## src/rtl/xid_remap_pkg.sv

```systemverilog
package xid_remap_pkg;

  // Width of a slot index for a table of the given depth (at least one bit).
  function automatic int idx_width(input int depth);
    return (depth > 1) ? $clog2(depth) : 1;
  endfunction

  // Mask of all slot positions strictly below idx (depth up to 64).
  function automatic logic [63:0] below_mask(input int idx);
    return (64'd1 << idx) - 64'd1;
  endfunction

  // True when a returned transaction ID addresses an existing slot.
  function automatic logic in_table(input logic [63:0] tid, input int depth);
    return tid < 64'(depth);
  endfunction

endpackage

```

## src/rtl/xid_pick_free.sv

```systemverilog
module xid_pick_free #(
  parameter int DEPTH = 4,
  parameter int IDX_W = 2
) (
  input  logic [DEPTH-1:0] busy,
  output logic             any_free,
  output logic [IDX_W-1:0] free_idx
);
  // Lowest-numbered clear bit wins: scan downward so the last hit is the lowest.
  always_comb begin
    free_idx = '0;
    for (int i = DEPTH - 1; i >= 0; i--) begin
      if (!busy[i]) free_idx = IDX_W'(i);
    end
  end

  assign any_free = ~&busy;
endmodule

```

## src/rtl/xid_tag_table.sv

```systemverilog
module xid_tag_table #(
  parameter int DEPTH = 4,
  parameter int IDX_W = 2,
  parameter int SRC_W = 8,
  parameter int TID_W = 4,
  parameter int PKT_W = 4
) (
  input  logic             clk,
  input  logic             rst_n,
  input  logic             wr_en,
  input  logic [IDX_W-1:0] wr_idx,
  input  logic [SRC_W-1:0] wr_src,
  input  logic [TID_W-1:0] wr_tid,
  input  logic [PKT_W-1:0] wr_pkt,
  input  logic             clr_en,
  input  logic [IDX_W-1:0] clr_idx,
  input  logic [IDX_W-1:0] rd_idx,
  output logic [SRC_W-1:0] rd_src,
  output logic [TID_W-1:0] rd_tid,
  output logic [PKT_W-1:0] rd_pkt,
  output logic [DEPTH-1:0] busy
);
  logic [SRC_W-1:0] src_q [DEPTH];
  logic [TID_W-1:0] tid_q [DEPTH];
  logic [PKT_W-1:0] pkt_q [DEPTH];

  for (genvar e = 0; e < DEPTH; e++) begin : g_slot
    logic hit_wr, hit_clr;
    assign hit_wr  = wr_en  && (wr_idx  == IDX_W'(e));
    assign hit_clr = clr_en && (clr_idx == IDX_W'(e));

    always_ff @(posedge clk) begin
      if (!rst_n) begin
        busy[e]  <= 1'b0;
        src_q[e] <= '0;
        tid_q[e] <= '0;
        pkt_q[e] <= '0;
      end else begin
        // A slot is never written and cleared in one cycle: writes go to free slots only.
        if (hit_wr) begin
          busy[e]  <= 1'b1;
          src_q[e] <= wr_src;
          tid_q[e] <= wr_tid;
          pkt_q[e] <= wr_pkt;
        end else if (hit_clr) begin
          busy[e]  <= 1'b0;
        end
      end
    end
  end

  assign rd_src = src_q[rd_idx];
  assign rd_tid = tid_q[rd_idx];
  assign rd_pkt = pkt_q[rd_idx];
endmodule

```

## src/rtl/xid_remap_table.sv

```systemverilog
module xid_remap_table
  import xid_remap_pkg::*;
#(
  parameter int               DEPTH   = 4,
  parameter int               SRC_W   = 8,
  parameter int               TID_W   = 4,
  parameter int               PKT_W   = 4,
  parameter logic [SRC_W-1:0] OWN_SRC = 8'hA5
) (
  input  logic             clk,
  input  logic             rst_n,
  input  logic             req_in_valid,
  output logic             req_in_ready,
  input  logic [SRC_W-1:0] req_in_src,
  input  logic [TID_W-1:0] req_in_tid,
  input  logic [PKT_W-1:0] req_in_pkt,
  output logic             req_out_valid,
  input  logic             req_out_ready,
  output logic [SRC_W-1:0] req_out_src,
  output logic [TID_W-1:0] req_out_tid,
  output logic [PKT_W-1:0] req_out_pkt,
  input  logic             rsp_in_valid,
  output logic             rsp_in_ready,
  input  logic [TID_W-1:0] rsp_in_tid,
  output logic             rsp_out_valid,
  input  logic             rsp_out_ready,
  output logic [SRC_W-1:0] rsp_out_src,
  output logic [TID_W-1:0] rsp_out_tid,
  output logic [PKT_W-1:0] rsp_out_pkt,
  output logic             rsp_out_err
);
  localparam int IDX_W = idx_width(DEPTH);

  // Named internal events, observed by the bound checker.
  logic [DEPTH-1:0] busy_mask;
  logic             any_free;
  logic [IDX_W-1:0] alloc_idx;
  logic             alloc_fire;
  logic             release_fire;
  logic [IDX_W-1:0] release_idx;
  logic             rsp_capture;
  logic             lookup_hit;
  logic             pending_hit;
  logic             in_range;
  logic [IDX_W-1:0] rsp_idx;

  logic [SRC_W-1:0] rd_src;
  logic [TID_W-1:0] rd_tid;
  logic [PKT_W-1:0] rd_pkt;

  // Forward stage registers.
  logic             q_valid;
  logic [SRC_W-1:0] q_src;
  logic [TID_W-1:0] q_tid;
  logic [PKT_W-1:0] q_pkt;

  // Return-side holding registers.
  logic             h_valid;
  logic             h_err;
  logic [IDX_W-1:0] h_idx;
  logic [SRC_W-1:0] h_src;
  logic [TID_W-1:0] h_tid;
  logic [PKT_W-1:0] h_pkt;

  xid_pick_free #(.DEPTH(DEPTH), .IDX_W(IDX_W)) u_pick (
    .busy     (busy_mask),
    .any_free (any_free),
    .free_idx (alloc_idx)
  );

  xid_tag_table #(
    .DEPTH(DEPTH), .IDX_W(IDX_W), .SRC_W(SRC_W), .TID_W(TID_W), .PKT_W(PKT_W)
  ) u_table (
    .clk     (clk),
    .rst_n   (rst_n),
    .wr_en   (alloc_fire),
    .wr_idx  (alloc_idx),
    .wr_src  (req_in_src),
    .wr_tid  (req_in_tid),
    .wr_pkt  (req_in_pkt),
    .clr_en  (release_fire),
    .clr_idx (release_idx),
    .rd_idx  (in_range ? rsp_idx : '0),
    .rd_src  (rd_src),
    .rd_tid  (rd_tid),
    .rd_pkt  (rd_pkt),
    .busy    (busy_mask)
  );

  // Request side: allocate on handshake, forward one cycle later.
  assign req_in_ready = any_free && (!q_valid || req_out_ready);
  assign alloc_fire   = req_in_valid && req_in_ready;

  always_ff @(posedge clk) begin
    if (!rst_n) begin
      q_valid <= 1'b0;
      q_src   <= '0;
      q_tid   <= '0;
      q_pkt   <= '0;
    end else if (alloc_fire) begin
      q_valid <= 1'b1;
      q_src   <= OWN_SRC;
      q_tid   <= TID_W'(alloc_idx);
      q_pkt   <= req_in_pkt;
    end else if (req_out_ready) begin
      q_valid <= 1'b0;
    end
  end

  assign req_out_valid = q_valid;
  assign req_out_src   = q_src;
  assign req_out_tid   = q_tid;
  assign req_out_pkt   = q_pkt;

  // Response side: look up the slot, capture into the holding stage.
  assign rsp_idx      = rsp_in_tid[IDX_W-1:0];
  assign in_range     = in_table(64'(rsp_in_tid), DEPTH);
  assign pending_hit  = h_valid && !h_err && (h_idx == rsp_idx);
  assign lookup_hit   = in_range && busy_mask[rsp_idx] && !pending_hit;
  assign rsp_in_ready = !h_valid || rsp_out_ready;
  assign rsp_capture  = rsp_in_valid && rsp_in_ready;
  assign release_fire = h_valid && !h_err && rsp_out_ready;
  assign release_idx  = h_idx;

  always_ff @(posedge clk) begin
    if (!rst_n) begin
      h_valid <= 1'b0;
      h_err   <= 1'b0;
      h_idx   <= '0;
      h_src   <= '0;
      h_tid   <= '0;
      h_pkt   <= '0;
    end else if (rsp_capture) begin
      h_valid <= 1'b1;
      h_err   <= !lookup_hit;
      h_idx   <= rsp_idx;
      h_src   <= lookup_hit ? rd_src : '0;
      h_tid   <= lookup_hit ? rd_tid : '0;
      h_pkt   <= lookup_hit ? rd_pkt : '0;
    end else if (rsp_out_ready) begin
      h_valid <= 1'b0;
    end
  end

  assign rsp_out_valid = h_valid;
  assign rsp_out_err   = h_err;
  assign rsp_out_src   = h_src;
  assign rsp_out_tid   = h_tid;
  assign rsp_out_pkt   = h_pkt;
endmodule

```

## config.mk

```make
export PLATFORM = sky130hd
export DESIGN_NAME = xid_remap_table
export DESIGN_NICKNAME = d
export VERILOG_FILES = /design/src/rtl/xid_remap_pkg.sv /design/src/rtl/xid_pick_free.sv /design/src/rtl/xid_tag_table.sv /design/src/rtl/xid_remap_table.sv
export SDC_FILE = /design/constraint.sdc
export NUM_CORES = 1
export LEC_CHECK = 0
export BUFFER_PORTS_ARGS = -buffer_cell sky130_fd_sc_hd__buf_2
export CAP_MARGIN = 10
export CORE_AREA = 4 4 91 102
export CTS_CLUSTER_SIZE = 8
export DETAILED_ROUTE_END_ITERATION = 8
export DIE_AREA = 0 0 95 106
export GPL_ROUTABILITY_DRIVEN = 0
export PLACE_DENSITY = 0.83
export SYNTH_ARGS = -nofsm -noshare
export SYNTH_HDL_FRONTEND = slang
export SYNTH_HIERARCHICAL = 1
export SYNTH_SLANG_ARGS = --single-unit
```

## constraint.sdc

```tcl
create_clock -name clk -period 4.2 [get_ports clk]
set_clock_uncertainty 0.15 [all_clocks]
set_input_delay 0.42 -clock clk [delete_from_list [all_inputs] [get_ports clk]]
set_output_delay 0.42 -clock clk [all_outputs]
set_load 0.02 [all_outputs]
```

== Word-level counts from Yosys, hierarchy flattened ==
Memories as Yosys holds them, arrays and structs flattened.
Index checks and enable logic that the tools add are counted.
Cells by class
  order comparisons: 2
  equality and inequality tests: 7
  mux-type cells: 47
  bitwise gates (word level): 12
  reduce and logical (&&, ||, !) cells: 33
Operator list (number)
  $mux W4: 10
  $mux W8: 5
  $mux W1: 26
  $logic_and A1 B1 Y1: 16
  $or A1 B1 Y1: 12
  $reduce_bool A2 Y1: 6
  $mux W2: 5
  $eq A2 B2 Y1 const B: 4
  $logic_not A1 Y1: 6
  $eq A2 B1 Y1 const B: 2
  $logic_not A2 Y1: 2
  $lt A4 B3 Y1 const B: 1
  $reduce_and A4 Y1: 1
  $lt A2 B3 Y1 const B: 1
  $bmux W1 S2: 1
  $eq A2 B2 Y1: 1
  $logic_or A1 B1 Y1: 2
Word-level totals
  flip-flop bits (word level): 32
  memory bits (writable): 64
  input bits: 26
  output and inout bits: 37
  logic and storage cells: 118
  memories kept: 3
Memories
  u_table.src_q: words 4, width 8, read ports 1, clocked after memory_dff 0, write ports 4, RTL line xid_tag_table.sv:23  | logic [SRC_W-1:0] src_q [DEPTH];
  u_table.pkt_q: words 4, width 4, read ports 1, clocked after memory_dff 0, write ports 4, RTL line xid_tag_table.sv:25  | logic [PKT_W-1:0] pkt_q [DEPTH];
  u_table.tid_q: words 4, width 4, read ports 1, clocked after memory_dff 0, write ports 4, RTL line xid_tag_table.sv:24  | logic [TID_W-1:0] tid_q [DEPTH];

== Depth between registers and ports, before layout ==
  depth after elaboration: 10
  mapped depth: 7
  depth with buffers taken out: 5

== Cells and area by module ==
The synthesis kept the hierarchy.
Modules (own cells, without submodules)
  xid_tag_table: times used 1, cells each 177, area each 3029.2 µm²
  xid_remap_table: times used 1, cells each 149, area each 1380.1 µm²
  xid_pick_free: times used 1, cells each 5, area each 28.8 µm²

== Least setup slack after synthesis ==
No wires, ideal clock.
  path type: reg-to-reg
  from: register u_table.busy[3]
  to: memory u_table.pkt_q[0][0], enable pin
  setup time: 414 ps
  data arrival time: 2647 ps
  data required time: 3636 ps
  path slack: 988 ps
  stages on the path, launching flop included: 6
  clock period less this slack: 3212 ps
  path through: dfxtp_1 -> nand4_1 -> inv_1 -> nor3_1 -> inv_1 -> o31ai_1
RTL lines
  start: declaration: RTL line xid_tag_table.sv:21  | output logic [DEPTH-1:0] busy
  start signal: indexed assignment: RTL line xid_tag_table.sv:34  | busy[e] <= 1'b0;
  start signal: indexed assignment: RTL line xid_tag_table.sv:41  | busy[e] <= 1'b1;
  start signal: indexed assignment: RTL line xid_tag_table.sv:46  | busy[e] <= 1'b0;
  end: declaration: RTL line xid_tag_table.sv:25

==> results.yml <==
worst_setup_path:
  worstReg2RegStart: "u_table/busy[3]"
  setup.worst_path.class: "reg2reg"
  ff2ff_setup_slack_ps: 1170
  r2r_end: "u_table/src_q[1][3]"
  critical_path.startpoint: "u_table/busy[3]"
  reg2regPathDepth: 5
  critical_path_peak_fanout: 17
  required_ps: 4270
  critPathArrivalTime_ps: 3100
  setup.worst_path.start_class: "flip-flop"
  cp-end-kind: "flip-flop"
outcome:
  outcome: "complete, no violations"
sta:
  min_period_ps: 3030
  fin_hold_ws_ps: 192
  worst-slew-pin-transition_ps: 1060
  fmax_mhz: 330
  max_slew_margin_pct: 29.4
  finalSetupViolations: 0
  setup_tns_ps: 0
  finalHoldViolCount: 0
  period_share_pct: 72.2
  grt_setup_unrepaired: "no"
  setup_ws_ps: 1170
  maxSlewViolCount: 0
logic_synthesis:
  yosysTopAreaCell: "edfxtp_1"
  netlist_area_mm2: 0.00444
  synth_cell_types: 40
  synth_top_area_share_pct: 43.3
  synth-seq-cells: 96
  ys_seq_area_share_pct: 57.7
  syn_inst: 331
  ys_warn_count: 6
  synth_area_per_cell_um2: 13.4
  synth_area_leaders: "edfxtp_1 (43%), dfxtp_1 (14%), and2_1 (9.3%), mux4_2 (5.6%), mux4_1 (3.6%)"
drt:
  wirelength_um: 9450
  antenna_left: 0
  first_pass_iters: 5
  drc: 0
  vias: 2933
  drt_iter0_drc: 220
  routedWlPerCell_um: 19.2
  vias_per_cell: 5.97
worst_hold_path:
  hp-start: "req_in_pkt[2]"
  holdCritPathClass: "in2reg"
  min_delay_path_depth: 3
  hold_path_end: "req_out_pkt[2]"
place:
  portBuffers: 56
  dpl.hpwl_um: 6110
  post-place-ws_ps: 1250
  dp.cells: 475
clock_network:
  cts_resized: 0
  cts_sinks: 96
  cts_buffers: 9
  clock_latency_ps: 360
  cts_tree: "done"
  clockRootBuffer: "clkbuf_8"
  h-tree-depth: 3
  cts.path.max_buffers: 2
  cts-hold-fix-buffers: 0
  cts_setup_buffers: 0
  cts.clk_slew.worst_paths_ps: 90
final_layout:
  fin_nets: 401
  utilization_pct: 59.6
  final_cell_count_no_fill: 491
  n_fill_cell: 679
  diodes: 0
  drive_above_1_share_pct: 27.9
  syn_to_final_growth_pct: 10.5
global_routing:
  antenna_found_initial: 0
  grt_pass1_vias: 2794
  grt.total_usage_pct: 19.6
  grt_overflow: 0
  grt_pass1_wl_um: 15000
  grt_max_degree: 26
pwr:
  ir_drop_uv: 170
  p_leak_nw: 1.86
  p_per_area_mw_per_mm2: 396
die:
  die-area_mm2: 0.0101
  die_x_um: 95
  floorplan.initialDensity_pct: 53.9
  num_rows: 35
  core-area_mm2: 0.00823
  ioPinCount: 63
  die_y_um: 106
run:
  maxCapViolCount: 0
[placed cells by master, fill, tap and decap left out, drive strengths merged]
| master | count |
|---|---|
| bufinv | 2 |
| o21ai | 18 |
| or3b | 1 |
| a221oi | 16 |
| and4b | 2 |
| conb | 6 |
| and2 | 66 |
| clkinvlp | 3 |
| nand2 | 4 |
| and4 | 1 |
| o311a | 1 |
| nor2 | 4 |
| nand2b | 3 |
| nand4 | 7 |
| a21oi | 10 |
| dfxtp | 32 |
| a21o | 1 |
| a21boi | 1 |
| nor2b | 2 |
| edfxtp | 64 |
| nand3 | 20 |
| inv | 7 |
| nand3b | 4 |
| xor2 | 2 |
| a31o | 4 |
| nor3 | 1 |
| buf | 59 |
| mux4 | 17 |
| o31ai | 7 |
| o21a | 2 |
| clkinv | 1 |
| o311ai | 1 |
| and4bb | 1 |
| clkbuf | 10 |
[cell usage after synthesis]
cell type / n
inv_1: 6
dfxtp_1: 32
and4b_4: 1
edfxtp_1: 64
a21o_1: 1
nor2b_1: 2
buf_2: 2
nand3b_1: 4
buf_1: 1
nand2_1: 4
a221oi_2: 10
nand2b_1: 3
o31ai_1: 7
conb_1: 1
clkbuf_1: 11
xor2_1: 2
a21boi_1: 1
buf_4: 12
nor3_1: 1
a21oi_1: 10
nand3_1: 20
and4b_1: 1
and4bb_4: 1
nand4_1: 7
nor2_2: 1
mux4_2: 11
a31o_2: 4
inv_2: 1
buf_12: 1
o311a_1: 1
and2_1: 66
o21a_1: 2
a221oi_1: 6
buf_6: 4
and4_4: 1
mux4_1: 6
or3b_2: 1
o311ai_4: 1
nor2_1: 3
o21ai_0: 18
[metrics by stage]
step / total power, mW / instance area, µm²
6_report: 1.94 / 4900
3_5_place_dp: 1.32 / 4690
5_1_grt: 2.02 / 4900
4_1_cts: 1.95 / 4900
2_1_floorplan: 1.26 / 4460
3_3_place_gp: 1.31 / 4690
[registers in the layout (all words and copies together) (netlist names), 2 cells and up]
name / cells
u_table/src_q: 32
h_idx: 2
rsp_out_src: 8
u_table/tid_q: 16
rsp_out_pkt: 4
rsp_out_tid: 4
req_out_tid: 2
u_table/pkt_q: 16
u_table/busy: 4
req_out_pkt: 4
[area by class of cell]
| class | count | area, µm² | area share, % |
|---|---|---|---|
| Inverter | 7 | 26.3 | 0.536 |
| Clock inverter | 6 | 83.8 | 1.71 |
| Clock buffer | 10 | 128 | 2.60 |
| Multi-Input combinational cell | 202 | 1660 | 33.9 |
| Tap cell | 111 | 139 | 2.83 |
| Timing Repair Buffer | 59 | 303 | 6.17 |
| Sequential cell | 96 | 2560 | 52.2 |
[worst max-delay path, cell delays in order (launching register included)]
cell and delay (ps):
dfxtp_1 350, nand4_1 270, inv_1 210, nor3_1 860
and4b_1 820, and2_1 230
[kinds of logic (layout without fill, tap and decap cells)]
kind of cell | Yosys count | after routing | synth area share, %
other | 1 | 6 | 0.0845
AOI/OAI and AO/OA | 61 | 61 | 11.2
buffers and inverters | 38 | 82 | 5.33
xor gates and xnor gates | 2 | 2 | 0.395
and+or+nand+nor | 116 | 116 | 16.1
muxes | 17 | 17 | 9.13
DFF | 96 | 96 | 57.7
[per-layer routing]
metal  vias up  GRT usage (%)  part of all wire, %
li1       1326              -                    -
met1      1440           27.4                   42
met2       155           30.8                   49
met3        12           4.32                  7.6
met4         0           5.77                  1.5
met5         -              0                    0
[where the power goes]
part / switching [mW] / internal [mW]
sequential: 0.0227 / 1.06
combinational: 0.133 / 0.0785
clock: 0.310 / 0.332
total: 0.466 / 1.48
[worst max path at each step]
stage                                      to  slack, ps  cells after the start
after floorplan           u_table/pkt_q[0][0]        990                      5
after global placement    u_table/src_q[1][1]       1350                      5
after detailed placement  u_table/src_q[1][1]       1250                      5
after CTS                 u_table/tid_q[1][3]       1200                      5
after global routing      u_table/src_q[1][0]        970                      5
final                     u_table/src_q[1][3]       1170                      5
No activity file was read; power rests on OpenSTA's default activity.
